$ cat src/rtl/drc_pkg.sv
package drc_pkg;

  typedef enum logic [2:0] {
    S_IDLE,
    S_OPEN,
    S_ACCESS,
    S_PAGE,
    S_RESTORE,
    S_PRECHG,
    S_REFRESH
  } phase_e;

  // Whole clock cycles covering a duration in ns, never less than one.
  function automatic int cycles_for(input int ns, input int period);
    int c;
    c = ns / period;
    if (c * period < ns) c = c + 1;
    if (c < 1) c = 1;
    return c;
  endfunction

endpackage

$ cat src/rtl/drc_phase_timer.sv
module drc_phase_timer #(
  parameter int W = 4
) (
  input  logic         clk,
  input  logic         rst_n,
  input  logic         load,
  input  logic [W-1:0] load_val,
  output logic         expired
);

  logic [W-1:0] cnt;

  always_ff @(posedge clk) begin
    if (!rst_n)          cnt <= '0;
    else if (load)       cnt <= load_val;
    else if (cnt != '0)  cnt <= cnt - 1'b1;
  end

  assign expired = (cnt == '0);

endmodule

$ cat src/rtl/drc_refresh_sched.sv
module drc_refresh_sched #(
  parameter int INTERVAL = 488,
  parameter int ROW_W    = 8
) (
  input  logic             clk,
  input  logic             rst_n,
  input  logic             served,
  output logic             pending,
  output logic [ROW_W-1:0] row
);

  localparam int TW = (INTERVAL < 2) ? 1 : $clog2(INTERVAL);

  logic [TW-1:0] tick;
  logic          wrap;

  assign wrap = (tick == TW'(INTERVAL - 1));

  always_ff @(posedge clk) begin
    if (!rst_n) begin
      tick    <= '0;
      pending <= 1'b0;
      row     <= '0;
    end else begin
      tick <= wrap ? '0 : tick + 1'b1;
      if (wrap)        pending <= 1'b1;
      else if (served) pending <= 1'b0;
      if (served)      row <= row + 1'b1;
    end
  end

endmodule

$ cat src/rtl/dram_seq_ctrl.sv
module dram_seq_ctrl
  import drc_pkg::*;
#(
  parameter int CLK_PERIOD_NS = 8,
  parameter int ROW_OPEN_NS   = 50,
  parameter int COL_ACCESS_NS = 10,
  parameter int RESTORE_NS    = 30,
  parameter int PRECHARGE_NS  = 40,
  parameter int PAGE_CYCLE_NS = 25,
  parameter int REFRESH_NS    = 3900,
  parameter int HALF_W        = 8
) (
  input  logic                clk,
  input  logic                rst_n,
  input  logic                req_valid,
  output logic                req_ready,
  input  logic                req_write,
  input  logic [2*HALF_W-1:0] req_addr,
  input  logic                req_wdata,
  input  logic                req_burst,
  output logic                rsp_done,
  output logic                rsp_rdata,
  output logic [HALF_W-1:0]   dram_addr,
  output logic                dram_ras_n,
  output logic                dram_cas_n,
  output logic                dram_we_n,
  output logic                dram_din,
  input  logic                dram_dout
);

  localparam int T_ROW = cycles_for(ROW_OPEN_NS, CLK_PERIOD_NS);
  localparam int T_COL = cycles_for(COL_ACCESS_NS, CLK_PERIOD_NS);
  localparam int T_RST = cycles_for(RESTORE_NS, CLK_PERIOD_NS);
  localparam int T_PRE = cycles_for(PRECHARGE_NS, CLK_PERIOD_NS);
  localparam int T_CP  = cycles_for(PAGE_CYCLE_NS - COL_ACCESS_NS, CLK_PERIOD_NS);
  localparam int T_REF = cycles_for(REFRESH_NS, CLK_PERIOD_NS);
  localparam int T_M1  = (T_ROW > T_COL) ? T_ROW : T_COL;
  localparam int T_M2  = (T_RST > T_PRE) ? T_RST : T_PRE;
  localparam int T_M3  = (T_M1 > T_M2) ? T_M1 : T_M2;
  localparam int T_MAX = (T_M3 > T_CP) ? T_M3 : T_CP;
  localparam int TW    = $clog2(T_MAX + 1);

  // Timer reload value for a phase that lasts n cycles.
  function automatic logic [TW-1:0] span(input int n);
    return TW'(n - 1);
  endfunction

  phase_e              st, st_nx;
  logic [HALF_W-1:0]   row_q, col_q;
  logic                we_q, wd_q, burst_q;
  logic                rdata_q, done_q;
  logic                tmr_load, tmr_exp;
  logic [TW-1:0]       tmr_val;
  logic                ref_pending, ref_served;
  logic [HALF_W-1:0]   ref_row;
  logic                row_hit, accept, col_end;

  drc_phase_timer #(.W(TW)) u_timer (
    .clk      (clk),
    .rst_n    (rst_n),
    .load     (tmr_load),
    .load_val (tmr_val),
    .expired  (tmr_exp)
  );

  drc_refresh_sched #(.INTERVAL(T_REF), .ROW_W(HALF_W)) u_refresh (
    .clk     (clk),
    .rst_n   (rst_n),
    .served  (ref_served),
    .pending (ref_pending),
    .row     (ref_row)
  );

  assign row_hit = (req_addr[2*HALF_W-1:HALF_W] == row_q);
  assign col_end = (st == S_ACCESS) && tmr_exp;

  always_comb begin
    st_nx      = st;
    tmr_load   = 1'b0;
    tmr_val    = '0;
    accept     = 1'b0;
    ref_served = 1'b0;
    req_ready  = 1'b0;
    case (st)
      S_IDLE: begin
        if (ref_pending) begin
          st_nx = S_REFRESH; tmr_load = 1'b1; tmr_val = span(T_ROW);
        end else begin
          req_ready = 1'b1;
          if (req_valid) begin
            accept = 1'b1;
            st_nx = S_OPEN; tmr_load = 1'b1; tmr_val = span(T_ROW);
          end
        end
      end
      S_OPEN: if (tmr_exp) begin
        st_nx = S_ACCESS; tmr_load = 1'b1; tmr_val = span(T_COL);
      end
      S_ACCESS: if (tmr_exp) begin
        tmr_load = 1'b1;
        if (burst_q) begin st_nx = S_PAGE;    tmr_val = span(T_CP);  end
        else         begin st_nx = S_RESTORE; tmr_val = span(T_RST); end
      end
      S_PAGE: if (tmr_exp) begin
        if (ref_pending) begin
          st_nx = S_RESTORE; tmr_load = 1'b1; tmr_val = span(T_RST);
        end else begin
          req_ready = row_hit;
          if (req_valid && row_hit) begin
            accept = 1'b1;
            st_nx = S_ACCESS; tmr_load = 1'b1; tmr_val = span(T_COL);
          end else if (req_valid || !req_burst) begin
            st_nx = S_RESTORE; tmr_load = 1'b1; tmr_val = span(T_RST);
          end
        end
      end
      S_RESTORE: if (tmr_exp) begin
        st_nx = S_PRECHG; tmr_load = 1'b1; tmr_val = span(T_PRE);
      end
      S_PRECHG: if (tmr_exp) st_nx = S_IDLE;
      S_REFRESH: if (tmr_exp) begin
        ref_served = 1'b1;
        st_nx = S_RESTORE; tmr_load = 1'b1; tmr_val = span(T_RST);
      end
      default: st_nx = S_IDLE;
    endcase
  end

  always_ff @(posedge clk) begin
    if (!rst_n) begin
      st      <= S_IDLE;
      row_q   <= '0;
      col_q   <= '0;
      we_q    <= 1'b0;
      wd_q    <= 1'b0;
      burst_q <= 1'b0;
      rdata_q <= 1'b0;
      done_q  <= 1'b0;
    end else begin
      st     <= st_nx;
      done_q <= col_end;
      if (col_end) rdata_q <= dram_dout;
      if (accept) begin
        row_q   <= req_addr[2*HALF_W-1:HALF_W];
        col_q   <= req_addr[HALF_W-1:0];
        we_q    <= req_write;
        wd_q    <= req_wdata;
        burst_q <= req_burst;
      end
    end
  end

  always_comb begin
    dram_ras_n = !(st inside {S_OPEN, S_ACCESS, S_PAGE, S_RESTORE, S_REFRESH});
    dram_cas_n = (st != S_ACCESS);
    dram_we_n  = !((st == S_ACCESS) && we_q);
    dram_din   = wd_q;
    if (st == S_REFRESH)     dram_addr = ref_row;
    else if (st == S_ACCESS) dram_addr = col_q;
    else                     dram_addr = row_q;
  end

  assign rsp_done  = done_q;
  assign rsp_rdata = rdata_q;

endmodule

$ cat config.mk
export PLATFORM = sky130hd
export DESIGN_NAME = dram_seq_ctrl
export DESIGN_NICKNAME = d
export VERILOG_FILES = /design/src/rtl/drc_pkg.sv /design/src/rtl/drc_phase_timer.sv /design/src/rtl/drc_refresh_sched.sv /design/src/rtl/dram_seq_ctrl.sv
export SDC_FILE = /design/constraint.sdc
export NUM_CORES = 1
export LEC_CHECK = 0
export BUFFER_PORTS_ARGS = -buffer_cell sky130_fd_sc_hd__buf_4
export CORE_MARGIN = 3
export CORE_UTILIZATION = 30
export CTS_BUF_LIST = sky130_fd_sc_hd__clkbuf_4
export DETAILED_ROUTE_END_ITERATION = 10
export GPL_TIMING_DRIVEN = 1
export PLACE_DENSITY = 0.5
export SLEW_MARGIN = 20
export SYNTH_ARGS = -nofsm -noshare
export SYNTH_HDL_FRONTEND = slang
export SYNTH_SLANG_ARGS = --single-unit
$ cat constraint.sdc
create_clock -name clk -period 2.25 [get_ports clk]
set_clock_uncertainty 0.2 [all_clocks]
set_input_delay 0.3375 -clock clk [delete_from_list [all_inputs] [get_ports clk]]
set_output_delay 0.3375 -clock clk [all_outputs]
set_load 0.05 [all_outputs]
### Word level (Yosys, flattened, before mapping)

Index checks and enable logic that the tools add are counted.

* register bits: 45
* latch bits: 0
* bits in writable memories: 0
* ROM bits: 0
* input port bits: 23
* output and inout port bits: 15
* logic and storage cells: 98
* memories kept: 0

* $add $sub $neg: 3
* multiply operators: 0
* divide/modulo/power cells: 0
* magnitude comparators: 0
* equal/unequal tests: 17
* shift-type cells: 0
* muxes and demuxes: 49
* bitwise operators: 1
* reduce and logical (&&, ||, !) cells: 16

Operators by type and width (number)
* 3-bit two-way mux: 17
* 3-bit one-hot mux with 7 select lines: 1
* 1-bit two-way mux: 18
* 3-bit one-hot mux with 6 select lines: 1
* 8-bit two-way mux: 2
* 2-bit two-way mux: 7
* 2-bit inequality test, second input constant: 6
* 9-bit by 1-bit adder with 9-bit output, second input constant: 1
* 3-bit == test, second input constant: 3
* 9-bit == test, second input constant: 1
* 8-bit by 1-bit adder with 8-bit output, second input constant: 1
* 8-bit == test: 1
* 8-bit AND reduction: 1
* 3-bit by 2-bit == test with 1-bit output, second input constant: 2
* 3-bit zero test: 2
* 3-bit by 2-bit inequality test with 1-bit output, second input constant: 2
* 5-bit nonzero test: 1
* 4-bit by 3-bit inequality test with 1-bit output, second input constant: 1
* 1-bit one-hot mux with 2 select lines: 2
* 2-bit nonzero test: 2
* 4-bit OR reduction: 1
* 3-bit by 1-bit == test with 1-bit output, second input constant: 1
* 1-bit logical AND: 3
* 1-bit zero test: 3
* other kinds (6): 6

### Longest topological paths before layout

* depth in word-level cells: 8
* mapped depth: 8
* depth with buffers taken out: 7

### By module

Synthesis repeated with hierarchy kept, for this count alone.

* cells, all modules: 301
* area total of the unflattened synthesis: 2472.4 um^2

Modules (own cells, without submodules)
* dram_seq_ctrl: times used 1, cells each 197, area each 1511.4 um^2, seq. area each 480.5 um^2
* drc_refresh_sched: times used 1, cells each 82, area each 755.7 um^2, seq. area each 360.3 um^2
* drc_phase_timer: times used 1, cells each 22, area each 205.2 um^2, seq. area each 60.1 um^2

### Worst setup path after synthesis

OpenSTA, ideal clock, no wires.

* path type: reg2out
* start: register st[2]
* end: output dram_addr[1]
* arrival time: 2261 ps
* data required time: 1712 ps
* setup slack: -549 ps
* stages on the path, launching flop included: 5
* cells stage by stage: dfxtp_1 buf_1 buf_1 mux2i_1 o21ai_0

* word-level cells in the longest chain between the ends: 3
* elaborated cells between the ends (all ways): 4
* those cells by class: eq/ne (2); mux (2)

Ends and longest elaborated chain
* start, declared: RTL line dram_seq_ctrl.sv:48 `phase_e st, st_nx;`
* start signal, assigned: RTL line dram_seq_ctrl.sv:140 `st <= st_nx;`
* 3-bit by 2-bit == test with 1-bit output: RTL line dram_seq_ctrl.sv:159 `else if (st == S_ACCESS) dram_addr = col_q;`
* 8-bit two-way mux: RTL line dram_seq_ctrl.sv:159
* 8-bit two-way mux *: RTL line dram_seq_ctrl.sv:158 `if (st == S_REFRESH) dram_addr = ref_row;`
* end, declared: RTL line dram_seq_ctrl.sv:23 `output logic [HALF_W-1:0] dram_addr,`

Every way passes the cells marked *; elsewhere a longest branch is shown, timed or not.

### Worst setup path in the final report

* start: register row_q[1]
* end: output req_ready

* word-level cells in the longest chain between the ends: 4

Ends and longest elaborated chain
* start, declared: RTL line dram_seq_ctrl.sv:49 `logic [HALF_W-1:0] row_q, col_q;`
* start signal, assigned: RTL line dram_seq_ctrl.sv:144 `row_q <= req_addr[2*HALF_W-1:HALF_W];`
* 8-bit == test: RTL line dram_seq_ctrl.sv:74 `assign row_hit = (req_addr[2*HALF_W-1:HALF_W] == row_q);`
* 1-bit two-way mux: RTL line dram_seq_ctrl.sv:105 `if (ref_pending) begin`
* 1-bit two-way mux: RTL line dram_seq_ctrl.sv:104 `S_PAGE: if (tmr_exp) begin`
* 1-bit one-hot mux with 2 select lines: RTL line dram_seq_ctrl.sv:84 `case (st)`
* end, declared: RTL line dram_seq_ctrl.sv:16 `output logic req_ready,`

No other way between the ends.

==> flow_summary_export.csv <==
group,metric,value,unit
status,outcome,"finished with violations",
status,violations,"negative setup slack",
floorplan,core,7770,um^2
synthesis,ys_seq_area_share,37.5,%
placement,portBuffers,37,
drt,drtPass1Iterations,4,
pwr,cellPowerDensity,1030,nW/um^2
finish,fin_nets,369,
clock_tree,post_cts_buffers,0,
grt,grt_usage,12.7,%
drt,wl,5.52,mm
grt,antenna_found_initial,0,
setup_path,worst-path-buf-inv,1,
timing,fin_setup_tns,-249,ps
grt,gr-usage-met2,20.4,%
grt,grt_use_met3,2.76,%
finish,fillCellCount,824,
grt,grt_use_met1,17.3,%
floorplan,die_w,95.5,um
worst_hold_path,holdPathEnd,"dram_din",
clock_tree,clockBufferDepth,2,
setup_path,cp_cell_sequence,"xor2_1 -> or4_4 -> nor4_4 -> a21oi_2 -> nor2_4 -> buf_6",
drt,drt_iter0_drc,74,
clock_tree,clock_latency,360,ps
timing,period_share,111,%
timing,worstMarginPinSlew,403,ps
clock_tree,cts_tree,"done",
worst_hold_path,hold_path_class,"in -> reg",
setup_path,crit_path_max_fanout,3,
clock_tree,cts_buffers,5,
setup_path,rr_worst_depth,7,
setup_path,max_stage_delay,520,ps
timing,relSlewSlack,73.0,%
finish,stdcell_area,3090,um^2
pwr,ir_drop,265,uV
setup_path,cp.arrival,1960,ps
clock_tree,cts_root_buffer,"clkbuf_4",
drt,num_vias,2112,
drt,antenna_left,0,
run,cap_viol_max_count,0,
setup_path,regToRegSetupSlack,110,ps
floorplan,initial_core_util,30.9,%
grt,grt_overflow,0,
drt,drc_errors,0,
synthesis,synth_top_area_share,37.5,%
setup_path,reg2reg_from,"row_q[1]",
finish,n_antenna_cell,0,
synthesis,yosysTopAreaCell,"dfxtp_1",
finish,syn_to_final_growth,28.5,%
setup_path,cp_top_family,"simple AND/OR/NAND/NOR gates",
pwr,p_leak,1.27,nW
drt,vias_per_cell,4.75,
clock_tree,clkTransAtPathRegs,150,ps
setup_path,worstSetupPathDepth,6,
floorplan,num_rows,32,
synthesis,synth.avg_cell_area,8.26,um^2
drt,avgRoutedWirePerCell,12.4,um
setup_path,crit_slowest_cell,"or4_4",
timing,report.final.slew_viol_count,0,
timing,rsz0062_at_grt,"yes",
grt,grt_pass1_wl,9.14,mm
grt,grt_max_degree,34,
worst_hold_path,hold_path_startpoint,"req_wdata",
synthesis,yosys_warnings,0,
synthesis,synthCells,291,
grt,grt_pass1_vias,1945,
placement,dpl_cell_area,2910,um^2
timing,max_freq,400,MHz
floorplan,die_y,95.5,um
setup_path,path_class,"reg -> out",
setup_path,r2r-end,"col_q[5]",
placement,hpwl,4.07,mm
setup_path,critPathRequiredTime,1710,ps
setup_path,cp-start-kind,"flip-flop",
synthesis,syn_nets,318,
grt,grt_busiest_layer,"met2",
synthesis,syn_area,2400,um^2
synthesis,synth_area_leaders,"dfxtp_1 37%, mux2i_1 12%, nand2_1 10%",
timing,fin_ws,-249,ps
finish,drive_gt1_share,22.7,%
timing,setup_viol,1,
worst_hold_path,hold_depth,3,
synthesis,synth.distinct_cells,39,
floorplan,pin_count,38,
placement,gp_congestion,0.831,
clock_tree,htree_num_levels,2,
timing,min_period,2500,ps
clock_tree,clock_sinks,45,
synthesis,synth-seq-cells,45,
floorplan,die_area,9120,um^2
setup_path,end_kind,"output port",
timing,hold_viol,0,
## placed cells by master (no fill, tap or decap), types with 7 or more instances in the layout
master / instances
o21ai_0: 8
and2_1: 8
dlygate4sd3_1: 7
buf_4: 51
nor2_1: 14
nand2_1: 65
dfxtp_1: 42
xor2_1: 9
mux2i_1: 28
xnor2_1: 11
## through the flow
step | hold slack [ps] | worst slack (ps) | power (mW) | cells | util (%)
floorplan | 218 | -129 | 2.18 | 291 | -
global placement | 232 | -16.2 | 2.64 | 430 | 37.4
detailed placement | 242 | -17.4 | 2.63 | 430 | 37.4
CTS | 0.0162 | -283 | 3.18 | 443 | 39.3
global route | 0.537 | -378 | 3.39 | 445 | 39.8
finish | 19.5 | -249 | 3.17 | 445 | 39.8
## cell type report
| type | count | area [um^2] | share of cell area, % |
|---|---|---|---|
| multi-input cells | 224 | 1460 | 47.1 |
| flip-flops and latches | 45 | 905 | 29.3 |
| repair buffers | 61 | 499 | 16.2 |
| well taps | 102 | 128 | 4.13 |
| clock inverters | 3 | 46.3 | 1.50 |
| clock buffers | 5 | 37.5 | 1.22 |
| inverters | 5 | 18.8 | 0.608 |
## worst register-to-register path, cell delays in order (launching register included)
cell,delay (ps)
dfxtp_2,360
xor2_1,150
or4_4,520
nor4_4,200
buf_4,190
a31oi_4,90
buf_12,190
mux2i_1,130
## Yosys cell counts
master	instances
and4_1	1
nor3_1	5
a2bb2oi_1	2
nand2_1	65
and3_1	2
nor2b_1	5
ha_1	4
o21ai_0	16
nand3b_1	1
buf_6	2
nand2b_1	7
nor3b_1	1
nor3_2	1
xor2_1	9
a21oi_1	6
o211ai_1	2
nor4bb_1	1
a41oi_1	1
a21boi_0	5
or3_1	3
dfxtp_1	45
clkbuf_1	12
a221oi_1	1
a31oi_1	2
and2_1	8
o22ai_1	3
mux2i_1	28
nand3_1	5
buf_2	1
a211oi_1	2
nor2_1	15
a21o_1	1
o31a_1	3
nand4_1	6
xnor2_1	11
nor4_4	1
or4_4	1
inv_1	5
buf_1	2
## where the power goes
| part | total, mW | switching, mW | internal, mW |
|---|---|---|---|
| combinational | 1.63 | 0.963 | 0.668 |
| clock | 0.513 | 0.278 | 0.236 |
| sequential | 1.03 | 0.0993 | 0.929 |
| total | 3.17 | 1.34 | 1.83 |
## repair_timing
| action | 4_1_cts | 5_1_grt |
|---|---|---|
| resized for setup | 4 | 7 |
| hold buffers | 5 | 2 |
| endpoints found under the setup margin | 3 | 18 |
| hold endpoints to repair | 5 | 2 |
| pin swaps | 0 | 0 |
| cloned | 0 | 0 |
## state kept, by name (all words and copies together) (netlist names)
register,cells
u_timer.cnt,3
rsp_done,1
row_q,8
u_refresh.pending,1
rsp_rdata,1
we_q,1
col_q,8
u_refresh.tick,9
burst_q,1
st,3
u_refresh.row,8
dram_din,1
## how the worst max path moves through the flow
stage / endpoint / from
after floorplan: dram_addr[0] / st[0]
after global placement: req_ready / req_addr[9]
after detailed placement: req_ready / req_addr[9]
after CTS: req_ready / row_q[1]
after global routing: req_ready / row_q[1]
final: req_ready / row_q[1]
## logic make-up after synthesis
group	synth area share (%)
simple gates	25.8
fa+ha+maj	2.08
buf+inv	4.11
flops	37.5
mux	11.7
xor+xnor	7.29
compound gates	11.6
## layer usage
| layer | wire length (um) | part of all wire [%] |
|---|---|---|
| met1 | 2710 | 49 |
| met2 | 2510 | 45 |
| met3 | 215 | 3.9 |
| met4 | 87 | 1.6 |
| met5 | 0 | 0 |
Power figures use the tool's default switching activity.
